<file path="src/rtl/nirq_pkg.sv">
package nirq_pkg;
    localparam int LVL_W = 2;
    typedef logic [LVL_W-1:0] lvl_t;

    localparam lvl_t LVL_MAIN = 2'd0;
    localparam lvl_t LVL_TOP  = 2'd3;
    localparam int   NUM_LVL  = 4;

    localparam int ID_RESET = 0;
    localparam int ID_TRAP  = 1;
    localparam int ID_BASE  = 2;
endpackage

</file>
<file path="src/rtl/nirq_prio_regs.sv">
module nirq_prio_regs
    import nirq_pkg::*;
#(
    parameter int NUM_VEC = 32,
    localparam int ADDR_W = $clog2(NUM_VEC)
) (
    input  logic                      clk_i,
    input  logic                      rst_ni,
    input  logic                      we_i,
    input  logic [ADDR_W-1:0]         addr_i,
    input  lvl_t                      wdata_i,
    output lvl_t [NUM_VEC-1:0]        prio_o
);
    typedef struct packed {
        lvl_t [NUM_VEC-1:0] prio;
    } regs_t;

    regs_t r_d, r_q;

    always_comb begin
        r_d = r_q;
        if (we_i && (int'(addr_i) < NUM_VEC)) begin
            r_d.prio[addr_i] = wdata_i;
        end
    end

    always_ff @(posedge clk_i) begin
        if (!rst_ni) begin
            for (int i = 0; i < NUM_VEC; i++) begin
                r_q.prio[i] <= LVL_TOP;
            end
        end else begin
            r_q <= r_d;
        end
    end

    assign prio_o = r_q.prio;
endmodule

</file>
<file path="src/rtl/nirq_arbiter.sv">
module nirq_arbiter
    import nirq_pkg::*;
#(
    parameter int NUM_VEC = 32,
    localparam int ADDR_W = $clog2(NUM_VEC)
) (
    input  logic [NUM_VEC-1:0]        req_i,
    input  lvl_t [NUM_VEC-1:0]        prio_i,
    input  lvl_t                      run_lvl_i,
    input  logic                      mask_i,
    output logic                      valid_o,
    output logic [ADDR_W-1:0]         idx_o,
    output lvl_t                      lvl_o
);
    // One request vector per software level; level 0 can never preempt.
    logic [NUM_LVL-1:0][NUM_VEC-1:0] hit;

    assign hit[0] = '0;

    for (genvar gl = 1; gl < NUM_LVL; gl++) begin : g_lvl
        for (genvar gv = 0; gv < NUM_VEC; gv++) begin : g_vec
            assign hit[gl][gv] = req_i[gv] && !mask_i
                               && (prio_i[gv] == lvl_t'(gl))
                               && (lvl_t'(gl) > run_lvl_i);
        end
    end

    logic [NUM_VEC-1:0] sel;

    always_comb begin
        sel     = '0;
        lvl_o   = LVL_MAIN;
        valid_o = 1'b0;
        for (int l = 1; l < NUM_LVL; l++) begin
            if (|hit[l]) begin
                sel     = hit[l];
                lvl_o   = lvl_t'(l);
                valid_o = 1'b1;
            end
        end
        idx_o = '0;
        for (int i = NUM_VEC - 1; i >= 0; i--) begin
            if (sel[i]) begin
                idx_o = ADDR_W'(i);
            end
        end
    end
endmodule

</file>
<file path="src/rtl/nirq_level_stack.sv">
module nirq_level_stack
    import nirq_pkg::*;
#(
    parameter int DEPTH = 4,
    localparam int CNT_W = $clog2(DEPTH + 1),
    localparam int IDX_W = (DEPTH > 1) ? $clog2(DEPTH) : 1
) (
    input  logic clk_i,
    input  logic rst_ni,
    input  logic push_i,
    input  logic pop_i,
    input  logic clear_i,
    input  lvl_t lvl_i,
    output lvl_t run_lvl_o,
    output logic full_o
);
    typedef struct packed {
        lvl_t [DEPTH-1:0]  slot;
        logic [CNT_W-1:0]  cnt;
        lvl_t              run;
    } stk_t;

    stk_t s_d, s_q;
    logic full, empty;

    assign full  = (s_q.cnt == CNT_W'(DEPTH));
    assign empty = (s_q.cnt == '0);

    always_comb begin
        s_d = s_q;
        if (clear_i) begin
            s_d.cnt = '0;
            s_d.run = LVL_MAIN;
        end else if (push_i) begin
            if (!full) begin
                s_d.slot[IDX_W'(s_q.cnt)] = s_q.run;
                s_d.cnt                   = s_q.cnt + 1'b1;
            end
            s_d.run = lvl_i;
        end else if (pop_i && !empty) begin
            s_d.cnt = s_q.cnt - 1'b1;
            s_d.run = s_q.slot[IDX_W'(s_q.cnt - 1'b1)];
        end
    end

    always_ff @(posedge clk_i) begin
        if (!rst_ni) begin
            s_q <= '0;
        end else begin
            s_q <= s_d;
        end
    end

    assign run_lvl_o = s_q.run;
    assign full_o    = full;
endmodule

</file>
<file path="src/rtl/nested_irq_ctrl.sv">
module nested_irq_ctrl
    import nirq_pkg::*;
#(
    parameter int NUM_VEC   = 32,
    parameter int STK_DEPTH = 4,
    localparam int ADDR_W   = $clog2(NUM_VEC),
    localparam int ID_W     = $clog2(NUM_VEC + ID_BASE)
) (
    input  logic               clk_i,
    input  logic               rst_ni,
    input  logic [NUM_VEC-1:0] irq_req_i,
    input  logic               trap_i,
    input  logic               rst_src_i,
    input  logic               glob_mask_i,
    input  logic               cfg_we_i,
    input  logic [ADDR_W-1:0]  cfg_addr_i,
    input  logic [1:0]         cfg_prio_i,
    input  logic               vec_ack_i,
    input  logic               iret_i,
    output logic               vec_valid_o,
    output logic [ID_W-1:0]    vec_id_o,
    output logic [1:0]         run_lvl_o
);
    lvl_t [NUM_VEC-1:0] prio;
    lvl_t               run_lvl;
    logic               stk_full;
    logic               arb_valid;
    logic [ADDR_W-1:0]  arb_idx;
    lvl_t               arb_lvl;

    nirq_prio_regs #(.NUM_VEC(NUM_VEC)) prio_regs_i (
        .clk_i   (clk_i),
        .rst_ni  (rst_ni),
        .we_i    (cfg_we_i),
        .addr_i  (cfg_addr_i),
        .wdata_i (cfg_prio_i),
        .prio_o  (prio)
    );

    nirq_arbiter #(.NUM_VEC(NUM_VEC)) arbiter_i (
        .req_i     (irq_req_i),
        .prio_i    (prio),
        .run_lvl_i (run_lvl),
        .mask_i    (glob_mask_i),
        .valid_o   (arb_valid),
        .idx_o     (arb_idx),
        .lvl_o     (arb_lvl)
    );

    // Offer selection and stack control
    typedef struct packed {
        logic             valid;
        logic [ID_W-1:0]  id;
        lvl_t             new_lvl;
        logic             push;
        logic             pop;
        logic             clear;
    } ctl_t;

    ctl_t c;

    always_comb begin
        c = '0;
        if (rst_src_i) begin
            c.valid   = 1'b1;
            c.id      = ID_W'(ID_RESET);
            c.new_lvl = LVL_MAIN;
        end else if (trap_i && !stk_full) begin
            c.valid   = 1'b1;
            c.id      = ID_W'(ID_TRAP);
            c.new_lvl = LVL_TOP;
        end else if (arb_valid) begin
            c.valid   = 1'b1;
            c.id      = ID_W'(arb_idx) + ID_W'(ID_BASE);
            c.new_lvl = arb_lvl;
        end
        if (vec_ack_i && c.valid) begin
            c.clear = (c.id == ID_W'(ID_RESET));
            c.push  = !c.clear;
        end else begin
            c.pop = iret_i;
        end
    end

    nirq_level_stack #(.DEPTH(STK_DEPTH)) stack_i (
        .clk_i     (clk_i),
        .rst_ni    (rst_ni),
        .push_i    (c.push),
        .pop_i     (c.pop),
        .clear_i   (c.clear),
        .lvl_i     (c.new_lvl),
        .run_lvl_o (run_lvl),
        .full_o    (stk_full)
    );

    assign vec_valid_o = c.valid;
    assign vec_id_o    = c.id;
    assign run_lvl_o   = run_lvl;
endmodule

</file>
<file path="config.mk">
export PLATFORM = sky130hd
export DESIGN_NAME = nested_irq_ctrl
export DESIGN_NICKNAME = d
export VERILOG_FILES = /design/src/rtl/nirq_pkg.sv /design/src/rtl/nirq_prio_regs.sv /design/src/rtl/nirq_arbiter.sv /design/src/rtl/nirq_level_stack.sv /design/src/rtl/nested_irq_ctrl.sv
export SDC_FILE = /design/constraint.sdc
export NUM_CORES = 1
export LEC_CHECK = 0
export ABC_AREA = 1
export BUFFER_PORTS_ARGS = -buffer_cell sky130_fd_sc_hd__buf_2
export CELL_PAD_IN_SITES_DETAIL_PLACEMENT = 1
export CELL_PAD_IN_SITES_GLOBAL_PLACEMENT = 2
export CORE_MARGIN = 5
export CORE_UTILIZATION = 31
export DETAILED_ROUTE_END_ITERATION = 7
export PLACE_DENSITY = 0.86
export REMOVE_ABC_BUFFERS = 1
export SLEW_MARGIN = 30
export SYNTH_ARGS = -nofsm -noshare
export SYNTH_HDL_FRONTEND = slang
export SYNTH_HIERARCHICAL = 1
export SYNTH_SLANG_ARGS = --single-unit
</file>
<file path="constraint.sdc">
create_clock -name clk_i -period 5.05 [get_ports clk_i]
set_clock_uncertainty 0.1 [all_clocks]
set_input_delay 0.505 -clock clk_i [delete_from_list [all_inputs] [get_ports clk_i]]
set_output_delay 0.505 -clock clk_i [all_outputs]
set_load 0.1 [all_outputs]
</file>
==> flow_metrics.py <==
metrics = {
    "sta": {
        "hold_violations": 0,
        "final-setup-viol-count": 0,
        "tightest_slew_ns": 0.9298,
        "slew_violations": 0,
        "finalWorstSetupSlack_ns": 0.3767,
        "fin_crit_ns": 4.673,
        "period_share_pct": 92.54,
        "maxSlewHeadroom_pct": 37.78,
        "max_freq_ghz": 0.2140,
    },
    "place": {
        "gp_congestion": 0.8828,
        "dpl.hpwl_um": 16220,
        "place_inst": 1339,
        "dpl_cell_area_mm2": 0.006538,
        "place_ws_ns": -0.009767,
        "io_buffers": 55,
    },
    "run_status": {
        "outcome": "completed",
    },
    "hold_path": {
        "holdPathStages": 2,
        "hold_start": "stack_i/s_q[11]",
        "hp-class": "flip-flop to flip-flop",
        "hold_end": "stack_i/s_q[11]",
    },
    "critical_path": {
        "cp_top_family": "simple AND/OR/NAND/NOR gates",
        "critPathLaunchType": "flip-flop",
        "cp.buffers_inverters": 5,
        "path_class": "flip-flop to primary output",
        "reg2reg_slack_ns": 0.44,
        "cp-end-kind": "primary output",
        "worstPathArrival_ns": 4.07,
        "r2r-end": "stack_i/run_lvl_o[0]",
        "cp_common_cell": "nand2_1",
        "worstReg2RegStart": "stack_i/run_lvl_o[1]",
        "cp_max_fo": 8,
        "max_stage_delay_ns": 0.43,
        "r2r_cells": 48,
        "cpMaxStageDelayCell": "dfxtp_4",
        "required_ns": 4.45,
    },
    "power": {
        "power_leakage_nw": 3.784,
        "powerDensity_mw_per_mm2": 270.8,
        "p_total_w": 0.001958,
        "ir_drop_mv": 0.1639,
    },
    "logic_synthesis": {
        "synthMostInstantiatedCell": "nand2_1",
        "synth_flop_cell": "dfxtp_1",
        "yosysSeqAreaShare_pct": 25.83,
        "synthTopCellsByCount": "288 x nand2_1, 211 x nand3_1, 180 x nor2_1",
        "synth_area_leaders": "dfxtp_1 26%, nand2_1 18%, nand3_1 18%",
        "synth_cells": 1052,
        "synth_cell_types": 30,
        "ys_warn_count": 6,
        "ys_async_sr_fraction_pct": 0,
        "synth_seq_cells": 77,
        "synth_area_mm2": 0.005967,
        "synth_edf_count": 0,
        "avgSynthCellArea_um2": 5.672,
        "yosys.area.top_type": "dfxtp_1",
        "synth_top_area_share_pct": 25.83,
    },
    "clock_network": {
        "path_clk_slew_ns": 0.06,
        "holdBufCountCts": 0,
        "insertion_delay_ns": 0.35,
        "tritoncts": "built",
        "h-tree-depth": 3,
        "clk_path_buf_depth": 2,
        "cts_buffers": 9,
        "clockRootBuffer": "clkbuf_16",
        "cts.sinks": 77,
    },
    "floorplanning": {
        "die_area_mm2": 0.02212,
        "initial_core_util_pct": 31.69,
        "core_mm2": 0.01883,
        "die_y_um": 148.7,
        "ios": 56,
        "row_count": 50,
        "fp.dieW_um": 148.7,
    },
    "route": {
        "avgRoutedWirePerCell_um": 16.40,
        "remaining_drc_errors": 0,
        "drt_iter0_markers": 377,
        "viasPerCell": 5.145,
        "drt_first_pass_iters": 5,
        "antenna_left": 0,
        "num_vias": 7038,
        "totalWireLength_um": 22440,
    },
    "global_routing": {
        "gr-total-overflow": 0,
        "grt_first_pass_wirelength_um": 35320,
        "grt_use_total_pct": 19.83,
        "grt_pass1_vias": 6681,
        "grt_start_max_net_pins": 66,
        "antenna_found_initial": 0,
    },
    "layout": {
        "antenna_cells": 0,
        "drive_gt1_share_pct": 15.88,
        "syn_to_final_growth_pct": 21.20,
        "nets": 1157,
        "fin_cells": 1368,
        "postLayoutCellArea_mm2": 0.007232,
    },
    "run": {
        "maxCapViolCount": 0,
    },
}
layout by cell type, fill, tap and decap left out, drive strengths merged:
cell / count
o31ai: 1
ha: 6
dfxtp: 77
nor2: 191
nor3: 7
bufinv: 2
clkbuf: 12
mux2i: 2
o21ai: 30
buf: 89
clkinv: 1
nand2: 295
a21boi: 4
a21oi: 27
or2: 1
nand3: 214
inv: 101
clkinvlp: 1
nand4: 36
a41oi: 1
a31oi: 10
metal layers:
layer	wire length (µm)	GRT usage [%]	up-vias	share of wire (%)
li1	-	-	3531	-
met1	11280	28.65	3341	50
met2	10060	31.44	148	45
met3	855	2.188	18	3.8
met4	238	5.309	0	1.1
met5	0	0	-	0
worst max-delay path by stage:
stage / from / to / slack (ns) / depth (start not counted)
6_report: stack_i/run_lvl_o[1] / vec_id_o[0] / 0.38 / 45
4_1_cts: stack_i/run_lvl_o[1] / vec_id_o[5] / 0.07 / 26
2_1_floorplan: stack_i/run_lvl_o[1] / vec_id_o[5] / -2.67 / 23
3_3_place_gp: glob_mask_i / stack_i/s_q[10] / 0.03 / 37
3_5_place_dp: glob_mask_i / stack_i/s_q[6] / -0.01 / 37
5_1_grt: stack_i/run_lvl_o[1] / stack_i/s_q[10] / -0.06 / 52
what timing repair did:
item / in CTS / in global routing
hold endpoints to repair: 0 / 0
setup buffers: 0 / 12
resized for setup: 4 / 65
pin swaps: 0 / 15
gates cloned: 0 / 2
endpoints found under the setup margin: 2 / 18
flip-flops by register name, indices dropped and copies added, names as in the netlist:
register and flops:
stack_i/run_lvl_o 2, prio_regs_i/prio_o 64, stack_i/s_q 11
layout make-up:
| class | instances | area [µm²] |
|---|---|---|
| tap | 260 | 325.3 |
| fill | 2551 | 11600 |
| multi-input combinational | 825 | 3948 |
| inverter | 101 | 379.1 |
| clock buffer | 11 | 242.7 |
| clock inverter | 4 | 72.57 |
| timing repair buffer | 90 | 718.2 |
| sequential | 77 | 1546 |
where the power goes:
group / internal [W] / switching [W]
combinational: 0.000189 / 0.000397
clock: 0.000444 / 0.000282
sequential: 0.000624 / 0.0000226
total: 0.00126 / 0.000702
cells by family (layout without fill, tap and decap cells):
| group | after synthesis | count (layout) | share of synthesized area [%] |
|---|---|---|---|
| adders and majority gates | 6 | 6 | 1.258 |
| DFF | 77 | 77 | 25.83 |
| buffers and inverters | 151 | 206 | 11.34 |
| muxes | 2 | 2 | 0.3355 |
| AOI/OAI and AO/OA | 73 | 73 | 6.710 |
| and+or+nand+nor | 743 | 744 | 54.52 |
tightest hold or removal path: stages (launching register included):
cell and delay [ns]:
dfxtp_1 0.32, nand2_1 0.06, a21oi_1 0.05
through the flow:
stage / util (%) / setup TNS [ns] / hold WS (ns)
floorplan: - / -28.60 / 0.3392
global placement: 34.72 / 0 / 0.3529
detailed placement: 34.72 / -0.01709 / 0.3548
CTS: 36.49 / 0 / 0.3649
global route: 38.41 / -0.3319 / 0.3963
finish: 38.41 / 0 / 0.3715
No activity file was read; power rests on OpenSTA's default activity.
